## config.mk

```make
export PLATFORM = sky130hd
export DESIGN_NAME = exc_seq
export DESIGN_NICKNAME = d
export VERILOG_FILES = /design/src/rtl/exc_seq_pkg.sv /design/src/rtl/exc_seq_trapdec.sv /design/src/rtl/exc_seq_prio.sv /design/src/rtl/exc_seq_bank.sv /design/src/rtl/exc_seq.sv
export SDC_FILE = /design/constraint.sdc
export NUM_CORES = 1
export LEC_CHECK = 0
export ABC_CLOCK_PERIOD_IN_PS = 2900
export BUFFER_PORTS_ARGS = -buffer_cell sky130_fd_sc_hd__buf_2
export CORE_ASPECT_RATIO = 0.75
export CORE_MARGIN = 3
export CORE_UTILIZATION = 54
export DETAILED_ROUTE_END_ITERATION = 8
export GPL_ROUTABILITY_DRIVEN = 0
export PLACE_DENSITY = 0.81
export SLEW_MARGIN = 30
export SYNTH_ARGS = -nofsm -noshare
export SYNTH_HDL_FRONTEND = slang
export SYNTH_SLANG_ARGS = --single-unit
```

## constraint.sdc

```tcl
create_clock -name clk -period 2.9 [get_ports clk]
set_input_delay 0.435 -clock clk [delete_from_list [all_inputs] [get_ports clk]]
set_output_delay 0.435 -clock clk [all_outputs]
set_load 0.03 [all_outputs]
```

## src/rtl/exc_seq_pkg.sv

```systemverilog
`timescale 1ns/1ps
package exc_seq_pkg;
   localparam int PSR_W      = 32;
   localparam int MODE_W     = 5;
   localparam int NBANK      = 5;
   localparam int BANK_IDX_W = 3;

   localparam logic [MODE_W-1:0] MODE_USR = 5'b10000;
   localparam logic [MODE_W-1:0] MODE_FIQ = 5'b10001;
   localparam logic [MODE_W-1:0] MODE_IRQ = 5'b10010;
   localparam logic [MODE_W-1:0] MODE_SVC = 5'b10011;
   localparam logic [MODE_W-1:0] MODE_ABT = 5'b10111;
   localparam logic [MODE_W-1:0] MODE_UND = 5'b11011;

   localparam logic [BANK_IDX_W-1:0] BANK_FIQ = 3'd0;
   localparam logic [BANK_IDX_W-1:0] BANK_IRQ = 3'd1;
   localparam logic [BANK_IDX_W-1:0] BANK_SVC = 3'd2;
   localparam logic [BANK_IDX_W-1:0] BANK_ABT = 3'd3;
   localparam logic [BANK_IDX_W-1:0] BANK_UND = 3'd4;
   localparam logic [BANK_IDX_W-1:0] NO_BANK  = 3'd7;

   typedef enum logic [2:0] {
      EXC_NONE = 3'd0,
      EXC_RST  = 3'd1,
      EXC_UND  = 3'd2,
      EXC_TRAP = 3'd3,
      EXC_PABT = 3'd4,
      EXC_DABT = 3'd5,
      EXC_IRQ  = 3'd6,
      EXC_FIQ  = 3'd7
   } exc_e;

   // word-spaced handler addresses; 0x14 is left unused
   function automatic logic [7:0] exc_vector(exc_e e);
      case (e)
         EXC_UND:  return 8'h04;
         EXC_TRAP: return 8'h08;
         EXC_PABT: return 8'h0C;
         EXC_DABT: return 8'h10;
         EXC_IRQ:  return 8'h18;
         EXC_FIQ:  return 8'h1C;
         default:  return 8'h00;
      endcase
   endfunction

   function automatic logic [MODE_W-1:0] exc_mode(exc_e e);
      case (e)
         EXC_UND:  return MODE_UND;
         EXC_PABT: return MODE_ABT;
         EXC_DABT: return MODE_ABT;
         EXC_IRQ:  return MODE_IRQ;
         EXC_FIQ:  return MODE_FIQ;
         default:  return MODE_SVC;
      endcase
   endfunction

   function automatic logic [BANK_IDX_W-1:0] mode_bank(logic [MODE_W-1:0] m);
      case (m)
         MODE_FIQ: return BANK_FIQ;
         MODE_IRQ: return BANK_IRQ;
         MODE_SVC: return BANK_SVC;
         MODE_ABT: return BANK_ABT;
         MODE_UND: return BANK_UND;
         default:  return NO_BANK;
      endcase
   endfunction
endpackage

```

## src/rtl/exc_seq_trapdec.sv

```systemverilog
`timescale 1ns/1ps
module exc_seq_trapdec #(
   parameter int NUM_W = 24
) (
   input  logic             valid_i,
   input  logic [NUM_W+3:0] bits_i,
   output logic             hit_o,
   output logic [NUM_W-1:0] num_o
);
   localparam int OPC_LO = NUM_W;
   localparam int OPC_HI = NUM_W + 3;

   if (NUM_W < 1) begin : g_chk_num
      $error("exc_seq_trapdec: NUM_W must be positive");
   end

   assign hit_o = valid_i && (bits_i[OPC_HI:OPC_LO] == 4'hF);
   assign num_o = bits_i[NUM_W-1:0];
endmodule

```

## src/rtl/exc_seq_prio.sv

```systemverilog
`timescale 1ns/1ps
module exc_seq_prio
   import exc_seq_pkg::*;
(
   input  logic rst_req_i,
   input  logic dabt_req_i,
   input  logic fiq_req_i,
   input  logic irq_req_i,
   input  logic pabt_req_i,
   input  logic und_req_i,
   input  logic trap_hit_i,
   input  logic fiq_mask_i,
   input  logic irq_mask_i,
   output exc_e sel_o
);
   always_comb begin
      if (rst_req_i)                       sel_o = EXC_RST;
      else if (dabt_req_i)                 sel_o = EXC_DABT;
      else if (fiq_req_i && !fiq_mask_i)   sel_o = EXC_FIQ;
      else if (irq_req_i && !irq_mask_i)   sel_o = EXC_IRQ;
      else if (pabt_req_i)                 sel_o = EXC_PABT;
      else if (und_req_i)                  sel_o = EXC_UND;
      else if (trap_hit_i)                 sel_o = EXC_TRAP;
      else                                 sel_o = EXC_NONE;
   end
endmodule

```

## src/rtl/exc_seq_bank.sv

```systemverilog
`timescale 1ns/1ps
module exc_seq_bank #(
   parameter int             AW      = 32,
   parameter int             PW      = 32,
   parameter logic [PW-1:0]  PSR_RST = '0
) (
   input  logic          clk,
   input  logic          rst_n,
   input  logic          wr_i,
   input  logic [AW-1:0] lr_d_i,
   input  logic [PW-1:0] psr_d_i,
   output logic [AW-1:0] lr_q_o,
   output logic [PW-1:0] psr_q_o
);
   always_ff @(posedge clk or negedge rst_n) begin
      if (!rst_n) begin
         lr_q_o  <= '0;
         psr_q_o <= PSR_RST;
      end else if (wr_i) begin
         lr_q_o  <= lr_d_i;
         psr_q_o <= psr_d_i;
      end
   end

   p_bank_hold_r4: assert property (@(posedge clk) disable iff (!rst_n)
      !wr_i |=> ($stable(lr_q_o) && $stable(psr_q_o)));
endmodule

```

## src/rtl/exc_seq.sv

```systemverilog
`timescale 1ns/1ps
module exc_seq
   import exc_seq_pkg::*;
#(
   parameter int AW            = 32,
   parameter int IBIT          = 7,
   parameter int FBIT          = 6,
   parameter int TRAP_NUM_W    = 24,
   parameter bit TRAP_NUM_HOLD = 1'b1
) (
   input  logic                    clk,
   input  logic                    rst_n,
   input  logic                    rst_req_i,
   input  logic                    und_req_i,
   input  logic                    pabt_req_i,
   input  logic                    dabt_req_i,
   input  logic                    irq_req_i,
   input  logic                    fiq_req_i,
   input  logic                    insn_valid_i,
   input  logic [TRAP_NUM_W+3:0]   insn_bits_i,
   input  logic                    ret_req_i,
   output logic [AW-1:0]           pc_o,
   output logic [PSR_W-1:0]        psr_o,
   output logic [NBANK*AW-1:0]     lr_bank_o,
   output logic [NBANK*PSR_W-1:0]  spsr_bank_o,
   output logic [TRAP_NUM_W-1:0]   trap_num_o
);
   localparam logic [PSR_W-1:0] PSR_AT_RST =
      PSR_W'(MODE_SVC) | (PSR_W'(1) << IBIT) | (PSR_W'(1) << FBIT);
   localparam logic [PSR_W-1:0] SPSR_AT_RST = PSR_W'(MODE_USR);
   localparam logic [AW-1:0]    WORD_STEP   = AW'(4);

   if (AW < 8) begin : g_chk_aw
      $error("exc_seq: AW must hold the vector map");
   end
   if (IBIT < MODE_W || IBIT >= PSR_W || FBIT < MODE_W || FBIT >= PSR_W) begin : g_chk_bits
      $error("exc_seq: mask bits must lie above the mode field");
   end
   if (IBIT == FBIT) begin : g_chk_same
      $error("exc_seq: mask bits must differ");
   end

   logic [AW-1:0]           pc_q, pc_d, pc_next_seq, lr_cur;
   logic [PSR_W-1:0]        psr_q, psr_d, spsr_cur;
   logic                    trap_hit, ret_ok;
   logic [TRAP_NUM_W-1:0]   trap_num;
   exc_e                    sel;
   logic [BANK_IDX_W-1:0]   cur_bank, tgt_bank;
   logic [NBANK-1:0]        bank_wr;
   logic [AW-1:0]           lr_q   [NBANK];
   logic [PSR_W-1:0]        spsr_q [NBANK];

   exc_seq_trapdec #(.NUM_W(TRAP_NUM_W)) u_dec (
      .valid_i (insn_valid_i),
      .bits_i  (insn_bits_i),
      .hit_o   (trap_hit),
      .num_o   (trap_num)
   );

   exc_seq_prio u_prio (
      .rst_req_i  (rst_req_i),
      .dabt_req_i (dabt_req_i),
      .fiq_req_i  (fiq_req_i),
      .irq_req_i  (irq_req_i),
      .pabt_req_i (pabt_req_i),
      .und_req_i  (und_req_i),
      .trap_hit_i (trap_hit),
      .fiq_mask_i (psr_q[FBIT]),
      .irq_mask_i (psr_q[IBIT]),
      .sel_o      (sel)
   );

   assign pc_next_seq = pc_q + WORD_STEP;
   assign cur_bank    = mode_bank(psr_q[MODE_W-1:0]);
   assign tgt_bank    = mode_bank(exc_mode(sel));
   assign ret_ok      = ret_req_i && (cur_bank != NO_BANK);

   for (genvar g = 0; g < NBANK; g++) begin : g_bank
      assign bank_wr[g] = (sel != EXC_NONE) && (sel != EXC_RST) &&
                          (tgt_bank == BANK_IDX_W'(g));
      exc_seq_bank #(.AW(AW), .PW(PSR_W), .PSR_RST(SPSR_AT_RST)) u_bank (
         .clk     (clk),
         .rst_n   (rst_n),
         .wr_i    (bank_wr[g]),
         .lr_d_i  (pc_next_seq),
         .psr_d_i (psr_q),
         .lr_q_o  (lr_q[g]),
         .psr_q_o (spsr_q[g])
      );
      assign lr_bank_o[g*AW +: AW]         = lr_q[g];
      assign spsr_bank_o[g*PSR_W +: PSR_W] = spsr_q[g];
   end

   always_comb begin
      lr_cur   = '0;
      spsr_cur = '0;
      for (int b = 0; b < NBANK; b++) begin
         if (cur_bank == BANK_IDX_W'(b)) begin
            lr_cur   = lr_q[b];
            spsr_cur = spsr_q[b];
         end
      end
   end

   always_comb begin
      pc_d  = pc_q;
      psr_d = psr_q;
      if (sel != EXC_NONE) begin
         pc_d                 = AW'(exc_vector(sel));
         psr_d[MODE_W-1:0]    = exc_mode(sel);
         psr_d[IBIT]          = 1'b1;
         if (sel == EXC_FIQ || sel == EXC_RST) psr_d[FBIT] = 1'b1;
      end else if (ret_ok) begin
         pc_d  = lr_cur;
         psr_d = spsr_cur;
      end else if (insn_valid_i && !ret_req_i) begin
         pc_d  = pc_next_seq;
      end
   end

   always_ff @(posedge clk or negedge rst_n) begin
      if (!rst_n) begin
         pc_q  <= '0;
         psr_q <= PSR_AT_RST;
      end else begin
         pc_q  <= {pc_d[AW-1:2], 2'b00};
         psr_q <= psr_d;
      end
   end

   if (TRAP_NUM_HOLD) begin : g_tn_hold
      logic [TRAP_NUM_W-1:0] tn_q;
      always_ff @(posedge clk or negedge rst_n) begin
         if (!rst_n)               tn_q <= '0;
         else if (sel == EXC_TRAP) tn_q <= trap_num;
      end
      assign trap_num_o = tn_q;
   end else begin : g_tn_live
      assign trap_num_o = trap_num;
   end

   assign pc_o  = pc_q;
   assign psr_o = psr_q;

   p_irq_gate_r7: assert property (@(posedge clk) disable iff (!rst_n)
      psr_q[IBIT] |-> (sel != EXC_IRQ));
   p_fiq_gate_r7: assert property (@(posedge clk) disable iff (!rst_n)
      psr_q[FBIT] |-> (sel != EXC_FIQ));
   p_rst_entry_r6: assert property (@(posedge clk) disable iff (!rst_n)
      rst_req_i |=> (pc_q == '0 && psr_q[MODE_W-1:0] == MODE_SVC &&
                     psr_q[IBIT] && psr_q[FBIT]));
   p_trap_entry_r3: assert property (@(posedge clk) disable iff (!rst_n)
      (sel == EXC_TRAP) |=> (pc_q == AW'(8) && psr_q[MODE_W-1:0] == MODE_SVC &&
                             psr_q[IBIT]));
   p_svc_bank_r4: assert property (@(posedge clk) disable iff (!rst_n)
      (sel == EXC_TRAP) |=> (lr_q[BANK_SVC] == $past(pc_q) + WORD_STEP &&
                             spsr_q[BANK_SVC] == $past(psr_q)));
   p_ret_restore_r8: assert property (@(posedge clk) disable iff (!rst_n)
      (ret_ok && sel == EXC_NONE) |=> (psr_q == $past(spsr_cur) &&
                                       pc_q == ($past(lr_cur) & ~AW'(3))));
   p_ret_user_r9: assert property (@(posedge clk) disable iff (!rst_n)
      (ret_req_i && sel == EXC_NONE && psr_q[MODE_W-1:0] == MODE_USR)
         |=> ($stable(psr_q) && $stable(pc_q)));
   p_mode_legal_r5: assert property (@(posedge clk) disable iff (!rst_n)
      (mode_bank(psr_q[MODE_W-1:0]) != NO_BANK) || (psr_q[MODE_W-1:0] == MODE_USR));
endmodule

```

==> results.sh <==
export IMPL_syn_mean_instance_area_um2=10.57
export IMPL_die_area_um2=35440
export IMPL_async_reset_ff_frac=1.000
export IMPL_fin_skew_ps=21.95
export IMPL_critical_path_class="flip-flop to flip-flop"
export IMPL_cp_end_kind="flip-flop"
export IMPL_cts_setup_buffers=0
export IMPL_cts_buffers=40
export IMPL_firstDrtPassIters=7
export IMPL_stdcell_count=2575
export IMPL_p_comb_frac=0.180
export IMPL_clk_path_buf_depth=3
export IMPL_leakagePower_nw=11.17
export IMPL_tns_ps=0
export IMPL_switchingPower_mw=4.361
export IMPL_ctsHtreeMaxLevel=2
export IMPL_drc=0
export IMPL_grt_pass1_vias=15862
export IMPL_drt_initial_drc_count=1746
export IMPL_drv_cap=0
export IMPL_synth_area_um2=17920
export IMPL_dpl_hpwl_um=40790
export IMPL_routed_wl_um=60700
export IMPL_ant_nets=0
export IMPL_area_growth_pct=22.95
export IMPL_start_kind="flip-flop"
export IMPL_timing_hold_ws_ps=122.7
export IMPL_antenna_found_initial=4
export IMPL_rows=57
export IMPL_fmax_ghz=0.3652
export IMPL_ys_types=69
export IMPL_track_usage=0.3358
export IMPL_setup_viol=0
export IMPL_grt_max_degree=79
export IMPL_rsz0062_at_grt="false"
export IMPL_yosysSeqAreaShare=0.5535
export IMPL_maxSlewHeadroom=0.4369
export IMPL_pin_count=446
export IMPL_finish_utilization=0.6777
export IMPL_swShare=0.3103
export IMPL_ys_flop_type="dfrtp_1"
export IMPL_netlist_area_leader_share=0.5389
export IMPL_ys_ff_latch=396
export IMPL_io_buffer_count=433
export IMPL_synth_edf_count=0
export IMPL_fin_crit_ps=2738
export IMPL_p_int_mw=9.694
export IMPL_power_density_nw_per_um2=637.8
export IMPL_vias=15915
export IMPL_post_place_cells=2497
export IMPL_nets=2137
export IMPL_post_route_period_util=0.9442
export IMPL_clk_latency_ps=550
export IMPL_grt_pass1_wl_um=93290
export IMPL_dieWidth_um=216.4
export IMPL_overflow=0
export IMPL_wl_per_cell_um=23.57
export IMPL_clkTransAtPathRegs_ps=70
export IMPL_cp_data_arrival_time_ps=3200
export IMPL_required_ps=3360
export IMPL_synthTopCellsByArea="dfrtp_1 (54%), mux2_2 (10%), nand2_1 (5.4%), o21ai_0 (4.3%), a21oi_1 (3.6%)"
export IMPL_fill_cells=2487
export IMPL_fin_total_pwr_mw=14.06
export IMPL_yosys_area_top_type="dfrtp_1"
export IMPL_clkPwrFrac=0.373
export IMPL_worst_slew_pin_slew_ps=844.7
export IMPL_ir_drop_mv=0.4754
export IMPL_ys_warnings_count=0
export IMPL_viasPerCell=6.181
export IMPL_seqPwrFrac=0.447
export IMPL_hold_violations=0
export IMPL_hold_class="input port to flip-flop"
export IMPL_start_util=0.5512
export IMPL_fp_coreArea_um2=32520
export IMPL_cts_sink_count=396
export IMPL_cts_tree="built"
export IMPL_status="completed"
export IMPL_synthCells=1696
export IMPL_die_h_um=163.8
export IMPL_cp_max_fo=75
export IMPL_maxSlewViolCount=0
export IMPL_cts_root_buf="clkbuf_16"
export IMPL_drive_gt1_frac=0.3678
-- through the flow --
| stage | setup slack (ps) | cell area (µm²) |
|---|---|---|
| final | 161.8 | 22040 |
| after CTS | 186.3 | 22030 |
| after global routing | 19.85 | 22040 |
| after floorplan | 563.5 | 17970 |
| after global placement | 338.2 | 20700 |
| after detailed placement | 188.0 | 20700 |
-- layer usage --
metal	GRT usage	vias to the layer above	routed length (µm)
met1	0.4449	7862	23340
met2	0.5344	1031	28060
met5	0	-	0
met3	0.08212	212	6681
met4	0.1432	0	2619
li1	-	6810	-
-- critical path, cell delays in order, from the launching register on --
cell and delay [ps]:
dfstp_2 580, nand2b_1 260, nand2_1 190, nor2_2 280
nor4b_4 420, buf_12 400, buf_4 280, nor2_1 60
a21oi_1 140
-- cells in the final DEF (no fill, tap or decap), types with 7 or more instances in the layout --
cell,synthesis,routed
buf_2,34,432
dfrtp_1,386,386
nand2_1,260,258
mux2_2,166,166
o21ai_0,154,154
a21oi_1,128,128
nor2_1,131,127
buf_4,15,50
a22oi_1,43,43
clkbuf_16,0,41
a221oi_1,31,31
xor2_1,18,18
nand3_1,17,17
mux2_4,17,17
a222oi_1,15,15
a211oi_1,13,13
conb_1,1,12
buf_12,0,12
nand4_1,11,11
xnor2_1,11,11
clkbuf_1,80,10
o22a_1,9,9
clkbuf_8,0,9
dfstp_2,10,8
inv_1,7,7
and2_1,7,7
and3_1,7,7
a31oi_1,7,7
o21a_1,7,7
-- sequential cells by signal, indices dropped and copies added, names as in the netlist --
register / flops
trap_num_o: 24
g_bank.u_bank.lr_q_o: 150
g_bank.u_bank.psr_q_o: 160
psr_o: 32
pc_o: 30
-- path summary, 6_finish.rpt --
path                                                  start                     endpoint  slack [ps]  cells past startpoint
worst min register to register  g_bank[0].u_bank.psr_q_o[4]  g_bank[0].u_bank.psr_q_o[4]         470                      2
max in group asynchronous                             rst_n  g_bank[0].u_bank.lr_q_o[12]        1510                      3
worst max-delay path                               psr_o[7]   g_bank[2].u_bank.lr_q_o[5]         160                      8
worst min-delay path                        insn_bits_i[17]               trap_num_o[17]         120                      2
min in group asynchronous                             rst_n  g_bank[0].u_bank.lr_q_o[26]         480                      2
worst max register to register                     psr_o[7]   g_bank[2].u_bank.lr_q_o[5]         160                      8
-- final cells by class --
type / count / area, µm² / share of cell area
timing repair buffer: 496 / 2803 / 0.1272
multi-input combinational: 1156 / 7396 / 0.3356
inverter: 8 / 30.03 / 0.001363
clock inverter: 13 / 130.1 / 0.005904
clock buffer: 60 / 1187 / 0.05388
sequential: 396 / 9930 / 0.4506
antenna: 4 / 10.01 / 0.0004542
tap: 442 / 553.0 / 0.02509
-- cells in the mapped netlist, types with 14 or more instances --
library cell    n
nor2_1        131
a222oi_1       15
dfrtp_1       386
mux2_4         17
nand2_1       260
a22oi_1        43
o21ai_0       154
buf_2          34
mux2_2        166
nand3_1        17
a221oi_1       31
buf_1          14
clkbuf_1       80
a21oi_1       128
xor2_1         18
buf_4          15
-- power groups by stage --
stage	clock (mW)	sequential [mW]	combinational [mW]
6_report	5.24	6.29	2.53
5_1_grt	5.54	6.32	2.68
4_1_cts	5.30	6.27	2.53
3_3_place_gp	0	6.35	2.46
2_1_floorplan	0	7.09	0.780
3_5_place_dp	0	6.36	2.51
-- cell families (layout without fill, tap and decap cells) --
family | after synthesis | after routing | synth area share
compound gates | 446 | 446 | 0.1543
other cells | 1 | 16 | 0.0002092
mux | 187 | 187 | 0.1208
buf+inv | 155 | 577 | 0.03965
simple gates | 481 | 481 | 0.1166
fa+ha+maj | 1 | 1 | 0.0006979
xor+xnor | 29 | 29 | 0.01417
flops | 396 | 396 | 0.5535
-- what timing repair did --
action | in CTS | in global routing
hold buffers | 1 | 0
resized for setup | 0 | 0
hold endpoints to repair | 61 | 0
setup endpoints to repair | 0 | 0
Power figures use the tool's default switching activity.
